[src/rtl/bitio_pkg.sv]
package bitio_pkg;
   typedef enum logic [1:0] {
      CMD_DIR  = 2'd0,
      CMD_MOD  = 2'd1,
      CMD_TEST = 2'd2,
      CMD_NONE = 2'd3
   } bitio_cmd_e;

   typedef enum logic [1:0] {
      RD_DIR   = 2'd0,
      RD_PINS  = 2'd1,
      RD_LATCH = 2'd2,
      RD_ZERO  = 2'd3
   } bitio_rd_e;

   localparam int FLG_ALL_EQ = 0;
   localparam int FLG_ANY_EQ = 1;
   localparam int FLG_ALL_NE = 2;
   localparam int FLG_ANY_NE = 3;
   localparam int FLG_W      = 4;
endpackage

[src/rtl/bitio_sync.sv]
module bitio_sync #(
   parameter int W      = 8,
   parameter int STAGES = 2
) (
   input  logic         clk,
   input  logic         rst_n,
   input  logic [W-1:0] d,
   output logic [W-1:0] q
);
   logic [W-1:0] stg [STAGES];

   always_ff @(posedge clk) begin
      if (!rst_n) stg[0] <= '0;
      else        stg[0] <= d;
   end

   for (genvar s = 1; s < STAGES; s++) begin : g_stage
      always_ff @(posedge clk) begin
         if (!rst_n) stg[s] <= '0;
         else        stg[s] <= stg[s-1];
      end
   end

   assign q = stg[STAGES-1];
endmodule

[src/rtl/bitio_regs.sv]
module bitio_regs
   import bitio_pkg::*;
#(
   parameter int NPINS = 8
) (
   input  logic             clk,
   input  logic             rst_n,
   input  logic             wr_en,
   input  logic [1:0]       wr_sel,
   input  logic [NPINS-1:0] lo,
   input  logic [NPINS-1:0] hi,
   output logic [NPINS-1:0] dir_q,
   output logic [NPINS-1:0] latch_q,
   output logic [NPINS-1:0] mask_q,
   output logic [NPINS-1:0] pat_q
);
   logic do_dir, do_mod, do_test;
   logic [NPINS-1:0] latch_d;

   assign do_dir  = wr_en && (wr_sel == CMD_DIR);
   assign do_mod  = wr_en && (wr_sel == CMD_MOD);
   assign do_test = wr_en && (wr_sel == CMD_TEST);

   for (genvar i = 0; i < NPINS; i++) begin : g_bit
      always_comb begin
         unique case ({lo[i], hi[i]})
            2'b10:   latch_d[i] = 1'b1;
            2'b01:   latch_d[i] = 1'b0;
            2'b11:   latch_d[i] = ~latch_q[i];
            default: latch_d[i] = latch_q[i];
         endcase
      end
   end

   always_ff @(posedge clk) begin
      if (!rst_n) begin
         dir_q   <= '0;
         latch_q <= '0;
         mask_q  <= '0;
         pat_q   <= '0;
      end else begin
         if (do_dir)  dir_q   <= lo;
         if (do_mod)  latch_q <= latch_d;
         if (do_test) begin
            mask_q <= lo;
            pat_q  <= hi;
         end
      end
   end
endmodule

[src/rtl/bitio_match.sv]
module bitio_match
   import bitio_pkg::*;
#(
   parameter int NPINS = 8
) (
   input  logic [NPINS-1:0] view,
   input  logic [NPINS-1:0] mask,
   input  logic [NPINS-1:0] pat,
   output logic [FLG_W-1:0] flags
);
   logic [NPINS-1:0] eq_m, ne_m;

   assign ne_m = (view ^ pat) & mask;
   assign eq_m = ~(view ^ pat) & mask;

   assign flags[FLG_ALL_EQ] = (eq_m == mask);
   assign flags[FLG_ANY_EQ] = |eq_m;
   assign flags[FLG_ALL_NE] = (ne_m == mask);
   assign flags[FLG_ANY_NE] = |ne_m;
endmodule

[src/rtl/bitio_port.sv]
module bitio_port
   import bitio_pkg::*;
#(
   parameter int NPINS       = 8,
   parameter int SYNC_STAGES = 2
) (
   input  logic               clk,
   input  logic               rst_n,
   input  logic               wr_en,
   input  logic [1:0]         wr_sel,
   input  logic [2*NPINS-1:0] wr_data,
   input  logic [1:0]         rd_sel,
   output logic [NPINS-1:0]   rd_data,
   input  logic [NPINS-1:0]   pin_in,
   output logic [NPINS-1:0]   pin_out,
   output logic [NPINS-1:0]   pin_oe,
   output logic [FLG_W-1:0]   flags
);
   if (NPINS < 1 || NPINS > 32) begin : g_bad_npins
      $error("bitio_port: NPINS must be 1..32");
   end
   if (SYNC_STAGES < 2) begin : g_bad_sync
      $error("bitio_port: SYNC_STAGES must be at least 2");
   end

   logic [NPINS-1:0] in_s, dir_q, latch_q, mask_q, pat_q, view;

   bitio_sync #(.W(NPINS), .STAGES(SYNC_STAGES)) u_sync (
      .clk(clk), .rst_n(rst_n), .d(pin_in), .q(in_s)
   );

   bitio_regs #(.NPINS(NPINS)) u_regs (
      .clk(clk), .rst_n(rst_n), .wr_en(wr_en), .wr_sel(wr_sel),
      .lo(wr_data[NPINS-1:0]), .hi(wr_data[2*NPINS-1:NPINS]),
      .dir_q(dir_q), .latch_q(latch_q), .mask_q(mask_q), .pat_q(pat_q)
   );

   assign view = (dir_q & latch_q) | (~dir_q & in_s);

   bitio_match #(.NPINS(NPINS)) u_match (
      .view(view), .mask(mask_q), .pat(pat_q), .flags(flags)
   );

   always_comb begin
      unique case (rd_sel)
         RD_DIR:   rd_data = dir_q;
         RD_PINS:  rd_data = view;
         RD_LATCH: rd_data = latch_q;
         default:  rd_data = '0;
      endcase
   end

   assign pin_out = latch_q;
   assign pin_oe  = dir_q;
endmodule

[config.mk]
export PLATFORM = sky130hd
export DESIGN_NAME = bitio_port
export DESIGN_NICKNAME = d
export VERILOG_FILES = /design/src/rtl/bitio_pkg.sv /design/src/rtl/bitio_sync.sv /design/src/rtl/bitio_regs.sv /design/src/rtl/bitio_match.sv /design/src/rtl/bitio_port.sv
export SDC_FILE = /design/constraint.sdc
export NUM_CORES = 1
export LEC_CHECK = 0
export ABC_AREA = 1
export ABC_CLOCK_PERIOD_IN_PS = 1000
export BUFFER_PORTS_ARGS = -buffer_cell sky130_fd_sc_hd__buf_2
export CAP_MARGIN = 0
export CELL_PAD_IN_SITES_DETAIL_PLACEMENT = 0
export CELL_PAD_IN_SITES_GLOBAL_PLACEMENT = 2
export CORE_UTILIZATION = 28
export DETAILED_ROUTE_END_ITERATION = 6
export GPL_TIMING_DRIVEN = 0
export PLACE_DENSITY_LB_ADDON = 0.3
export SLEW_MARGIN = 20
export SYNTH_ARGS = -nofsm -noshare
export SYNTH_HDL_FRONTEND = slang
export SYNTH_SLANG_ARGS = --single-unit
[constraint.sdc]
create_clock -name clk -period 1 [get_ports clk]
set_input_delay 0.05 -clock clk [delete_from_list [all_inputs] [get_ports clk]]
set_output_delay 0.05 -clock clk [all_outputs]
set_load 0.01 [all_outputs]
==> results.md, run 1 <==
* Status: complete, but fails checks
* Failing checks: negative hold slack, negative setup slack
* Via count of the first global-routing pass at between 2k and 2.5k
* DR vias/cell at 4.59
* Synth async-reset ratio at 0%
* Synth Instances at roughly 340
* Fmax at around 700 MHz
* Final net count at 470
* Final core utilization at a little over two fifths
* Initial antenna violation count at 0
* Drt wl/cell at roughly 14 µm
* Area share of the largest cell type after synthesis at around 42%
* Global-route wire length before repair at around 12000 µm
* Global route total overflow at 0
* Detail Route Antenna Nets at 0
* Worst setup path startpoint: u_regs.dir_q[3]
* Worst-path fanout max at 4
* Pre-antenna DRT Iters at 4
* Post-DP Area at between 0.002 and 0.003 mm²
* DP HPWL at roughly 5200 µm
* # diodes at 0
* Chip height at 92.9 µm
* Worst Reg-to-Reg Cells at 4
* DRC at 0
* Pins Over Slew Limit at 0
* Core area at approximately 0.008 mm²
* Arrival time worst endpoint at between 1000 and 1500 ps
* Yosys cell types at 21
* Synth cell count leaders: nand2_1 (72), inv_1 (69), nand3_1 (49), dfxtp_1 (48), a21oi_1 (25)
* Xor/xnor cell area share of the yosys netlist at 0%
* Mapped Avg Cell Area at ~6.7 µm²
* CTS Buf Count at 5
* CP Capture Type: output port
* Worst Tran Pin Value at about 590 ps
* Setup violators final at 13
* Post-synth EDFFs at 0
* Gpl congestion at 0.788
* GRT Overall Usage at 18.1%
* Final Hold Viols at 1
* Post-synthesis mux area share at 0%
* Count leader, synth: nand2_1
* Worst min path class: in2reg
* # rows at 32
* Critical Path End: flags[0]
* Clk_lat worst skew at 300 ps
* Area Overhead vs Synth at 48.2%
* Final instance area at around 0.0034 mm²
* Syn Nets at between 300 and 400
* Fill cell count at 849
* Flops & latches, synth at 48
* Htree depth at 2
* CTS sink count at between 40 and 50
* Worst path required time at approximately 950 ps
* Relative slew slack at approximately three fifths
* IO Port Bufs at 57
* CTS clock-pin slew for the worst setup and hold paths at approximately 90 ps
* Mapped Area at ~0.0023 mm²
* Starting Density at between 20% and 30%
* PwrDens at 1170 mW/mm²
* Reg2reg start: u_regs.dir_q[4]
* R2R setup slack at ~170 ps
* Simple-gate share of the synthesized area at between 20 and 30%
* Post-Route WL at 7540 µm
* Yosys top cell by area: dfxtp_1
* Compound-cell area share of the yosys netlist at around 15%
* Period utilisation layout at 144%
* Clock skew at approximately 6.6 ps
* Clock tree root driver cell: clkbuf_8
* Max-Cap Viols at 0
* Hold WS at -1.55 ps
* Largest net degree at the start of global routing at 14
* Adder-Cell Fraction of Synth Area at 0%
* Die width at around 93 µm
* Buffer depth of the longest clock path at 2
* Worst Setup Start Kind: flop
* Minimum clock period at between 1000 and 1500 ps
* Peak VDD IR at 540 µV
* LEAKAGE at 0.00165 µW
* Initial drt markers at 137
* Reg-to-Reg End: u_regs.dir_q[4]
* Yosys warns at 0
* Number of placed I/O pins at 59
* Via count at 2482
* Synth area leaders: dfxtp_1 (42%), nand2_1 (12%), inv_1 (11%)
* Layout cells sized above 1 at roughly two fifths
* Ys flop type: dfxtp_1
* Final WS setup at -445 ps
* Unrepaired setup endpoints after global routing: true
* Seq/Total Area, Yosys at 41.6%
* Setup CP Type: reg2out
* Largest family of logic cells by synthesized area: simple AND/OR/NAND/NOR gates
* Dpl ws at -210 ps
* Die area at 0.00863 mm²
* CTS tree: yes
## layer usage
metal | up-vias | wire [µm] | track usage (%)
li1 | 1288 | - | -
met1 | 1140 | 3660 | 24.0
met2 | 50 | 3540 | 30.6
met3 | 4 | 282 | 2.79
met4 | 0 | 55 | 4.49
met5 | - | 0 | 0
## area by class of cell
class                   instances  area, µm²  area share, %
plain buffers                   9       52.6           1.53
clock buffers                   6       72.6           2.12
clock inverters                 1       5.00          0.146
inverters                      69        285           8.32
multi-input cells             217       1290           37.8
flip-flops and latches         48       1000           29.2
well taps                     102        128           3.72
repair buffers                 89        591           17.2
## cell families (layout without fill, tap and decap cells)
logic type,count (synthesis),in the layout
and+or+nand+nor,152,152
DFF,48,48
AOI/OAI and AO/OA,65,65
buffers and inverters,78,174
## state kept, by name, indices dropped and copies added (netlist names)
name,cells
u_regs.latch_q,8
u_regs.mask_q,8
u_sync.stg,16
u_regs.pat_q,8
u_regs.dir_q,8
## per-stage QoR
stage | hold WS, ps | power, µW | cells | TNS [ps]
2_1_floorplan | 143 | 2490 | 343 | -1.29
6_report | -1.55 | 4020 | 541 | -3630
3_5_place_dp | 234 | 2760 | 502 | -4180
4_1_cts | 0.547 | 4000 | 533 | -3490
3_3_place_gp | 229 | 2750 | 502 | -4010
5_1_grt | 10.2 | 4250 | 541 | -4610
## layout by cell type (no fill, tap or decap), types with 6 or more instances in the layout
cell type / instances
buf_2: 58
inv_1: 50
nand2_1: 44
nand3_1: 32
dfxtp_1: 31
a21oi_1: 25
nand2_2: 22
nor2_1: 19
o21ai_0: 18
nand3_2: 15
buf_4: 15
o21ai_1: 14
buf_6: 11
inv_2: 10
dlygate4sd3_1: 10
dfxtp_2: 10
inv_4: 7
dfxtp_4: 7
nand2_4: 6
## worst min path at each step
stage	startpoint	slack, ps	end	cells past startpoint
after detailed placement	pin_in[4]	230	u_sync.stg[0][4]	3
after floorplan	pin_in[3]	140	u_sync.stg[0][3]	2
after global routing	wr_data[5]	10	u_regs.mask_q[5]	3
after global placement	pin_in[4]	230	u_sync.stg[0][4]	3
after CTS	wr_data[9]	0.5	u_regs.pat_q[1]	3
final	wr_data[9]	-2	u_regs.pat_q[1]	3
## repair_timing
action,4_1_cts,5_1_grt
endpoints found under the setup margin,12,12
hold buffers,10,0
hold endpoints to repair,10,0
pin swaps,17,8
gates resized for setup,63,44
setup buffers,14,10
## power breakdown
part	switching, µW	internal [µW]	total [µW]
registers	86.4	2000	2080
logic	471	361	832
clock network	629	477	1110
## critical path, stage by stage (launching register included)
cell     delay, ps
dfxtp_4        370
inv_4           80
nand2_2         50
nand3_2         90
nand2_1         60
nand2_1         80
nand2_2         70
inv_2           60
nand2_1         50
nor2_2          70
buf_2          120
Note: power is estimated with default switching activity, not from simulation.
==> run 2, diff against run 1 <==
--- a/config.mk
+++ b/config.mk
@@ -6,7 +6,7 @@
 export NUM_CORES = 1
 export LEC_CHECK = 0
 export ABC_AREA = 1
-export ABC_CLOCK_PERIOD_IN_PS = 1000
+export ABC_CLOCK_PERIOD_IN_PS = 1620
 export BUFFER_PORTS_ARGS = -buffer_cell sky130_fd_sc_hd__buf_2
 export CAP_MARGIN = 0
 export CELL_PAD_IN_SITES_DETAIL_PLACEMENT = 0
==> constraint.sdc (replaced) <==
create_clock -name clk -period 1.62 [get_ports clk]
set_input_delay 0.081 -clock clk [delete_from_list [all_inputs] [get_ports clk]]
set_output_delay 0.081 -clock clk [all_outputs]
set_load 0.01 [all_outputs]
==> run 2 against run 1 <==
  * The run now ends clean
  * Register-to-register slack gained 680 ps
  * First-iteration DRC count shrank 17%
  * Non-clock buffer count shrank 17
  * Critical path depth grew 1
  * Largest cell class unchanged
  * Largest power group unchanged
==> results.md, run 2 (synthesis gave the netlist of run 1 again) <==
* Status: complete, no violations
* CTS tree: yes
* CTS clock-pin slew for the worst setup and hold paths at 90 ps (about the same)
* Fin Setup TNS at 0 ps (+3630 ps)
* Most frequent cells in the layout: inv_1 (60), buf_2 (59), nand2_1 (52), nand3_1 (43), dfxtp_1 (33)
* Via count at 2413 (-2.8%)
* CP dominant cell by count: nand2_2
* # diodes at 0 (unchanged)
* Commonest non-fill, non-tap cell in the layout: inv_1
* Number of placed I/O pins at 59 (unchanged)
* Global-route wire length before repair at 11800 µm (-1.2%)
* CP peak stage delay at 360 ps (about the same)
* R2R setup slack at 850 ps (+680 ps)
* Minimum clock period at roughly 1500 ps
* Max reg flops at 16 (unchanged)
* CP Capture Type: output port
* Final net count at 453 (-3.6%)
* Unrepaired setup endpoints after global routing: true
* DRC at 0 (unchanged)
* Final WS setup at 96.7 ps (+541 ps)
* DR vias/cell at 4.60 (+0.18%)
* Starting Density at 29.5% (unchanged)
* Die area at 0.00863 mm² (unchanged)
* Fill cell count at 893 (+5.2%)
* Core area at 0.00785 mm² (unchanged)
* Worst path required time at 1540 ps (+590 ps)
* # rows at 32 (unchanged)
* Layout cells sized above 1 at 31.4% (-10 points)
* Max-Cap Viols at 0 (unchanged)
* Clock tree root driver cell: clkbuf_8
* Global route total overflow at 0 (unchanged)
* Initial drt markers at 114 (-17%)
* Reg-to-Reg End: u_regs.latch_q[7]
* Crit-path slowest cell: dfxtp_2
* CP cell instances: inv_2 -> nand2_2 -> nand2_2 -> nand2_2 -> nand2_1 -> nand2_1 -> nand2_2 -> inv_2 -> nand2_2 -> nor2_2 -> buf_2
* Switch share at 29.1% (-0.46 points)
* Pins Over Slew Limit at 0 (unchanged)
* Setup CP Type: reg2out
* Worst Hold End: u_regs.pat_q[3]
* Htree depth at 2 (unchanged)
* Relative slew slack at 52.8% (-8.0 points)
* Gpl congestion at 0.766 (-2.7%)
* Fmax at about 660 MHz
* Sw Pwr at 720 µW (-39%)
* Worst min path class: in2reg
* LEAKAGE at 0.00153 µW (-7.0%)
* Drt wl/cell at 14.2 µm (+2.0%)
* Chip height at 92.9 µm (unchanged)
* Arrival time worst endpoint at 1440 ps (+50 ps)
* Clk pwr share at 30.4% (+2.9 points)
* Hold depth at 3 (unchanged)
* Combinational share of power at 17.9% (-2.8 points)
* CTS sink count at 48 (unchanged)
* Via count of the first global-routing pass at 2338 (-0.81%)
* Pre-antenna DRT Iters at 4 (unchanged)
* Worst Setup Start Kind: flop
* IO Port Bufs at 57 (unchanged)
* Initial antenna violation count at 0 (unchanged)
* Peak VDD IR at 314 µV (-42%)
* Worst setup path startpoint: u_regs.dir_q[5]
* DP HPWL at 5130 µm (-1.7%)
* Final Hold Viols at 0 (-1)
* Detail Route Antenna Nets at 0 (unchanged)
* Post-Route WL at 7460 µm (-0.98%)
* Area Overhead vs Synth at 32.1%
* Internal power at 1760 µW (-38%)
* Setup violators final at 0 (-13)
* Die width at 92.9 µm (unchanged)
* Clk_lat worst skew at 300 ps (about the same)
* Period utilisation layout at a little over nine tenths
* Final core utilization at 38.9% (-4.8 points)
* Largest net degree at the start of global routing at 15 (+1)
* Largest Register: u_sync.stg
* Sequential share of power at 51.7% (about the same)
* GRT Overall Usage at 18.2% (+0.13 points)
* CTS Buf Count at 5 (unchanged)
* Reg2reg start: u_regs.latch_q[7]
* Buffer depth of the longest clock path at 2 (unchanged)
* Worst-path fanout max at 3 (-1)
* Worst Tran Pin Value at 708 ps (+120 ps)
* PwrDens at 811 mW/mm² (-31%)
* Dpl ws at 325 ps (+535 ps)
* Clock skew at 6.84 ps (+0.261 ps)
* Worst Reg-to-Reg Cells at 3 (-1)
* Worst min-delay path startpoint: wr_data[11]
* Final instance area at 0.00305 mm² (-11%)
* Post-DP Area at 0.00273 mm² (-0.87%)
## run 2: cell types whose count changed in the layout (fill, tap and decap cells not counted), moves of 7 or more
| cell | delta |
|---|---|
| inv_1 | +10 |
| nand3_2 | -9 |
| buf_6 | -10 |
| nand2_1 | +8 |
| inv_4 | -7 |
| nand3_1 | +11 |
## run 2: how the worst max path moves through the flow
stage                 endpoint
detailed placement  rd_data[0]
finish                flags[2]
global placement    rd_data[0]
floorplan             flags[0]
CTS                   flags[2]
global route          flags[2]
## run 2: power groups by stage
stage	logic [µW]	registers, µW	clock network (µW)
5_1_grt	500	1290	824
3_3_place_gp	393	1300	0
6_report	443	1280	754
2_1_floorplan	224	1300	0
4_1_cts	412	1280	772
3_5_place_dp	397	1300	0
## run 2: per-layer routing
layer | global-route usage, % | vias to the layer above | share of wire, %
met1 | 23.5 | 1076 | 46
met3 | 3.45 | 14 | 4.7
met5 | 0 | - | 0
met4 | 6.28 | 0 | 2.4
met2 | 30.3 | 65 | 46
li1 | - | 1258 | -
## run 2: area by class of cell
| type | instances | area (µm²) | area share, % |
|---|---|---|---|
| clock inverters | 2 | 10.0 | 0.328 |
| clock buffers | 6 | 82.6 | 2.70 |
| well taps | 102 | 128 | 4.18 |
| plain buffers | 9 | 52.6 | 1.72 |
| repair buffers | 72 | 418 | 13.7 |
| flip-flops and latches | 48 | 982 | 32.2 |
| multi-input cells | 217 | 1120 | 36.7 |
| inverters | 69 | 259 | 8.48 |
## run 2: critical path, delay by kind of cell (launching register included)
| family | cells | cell delay [ps] |
|---|---|---|
| simple gates | 8 | 530 |
| buf+inv | 3 | 250 |
| flops | 1 | 360 |
## run 2: repair_timing
item                                    in CTS  in global routing
endpoints found under the setup margin       1                  4
pin swaps                                    0                  6
gates resized for setup                      3                 49
setup buffers                                0                  7
hold buffers                                 8                  0
endpoints found under the hold margin        8                  0
## run 2: metrics by stage
step | hold WS (ps) | total power [µW] | instances
after global placement | 258 | 1690 | 502
after global routing | 36.0 | 2610 | 525
final | 20.2 | 2480 | 525
after floorplan | 174 | 1530 | 343
after detailed placement | 266 | 1700 | 502
after CTS | 16.2 | 2460 | 518
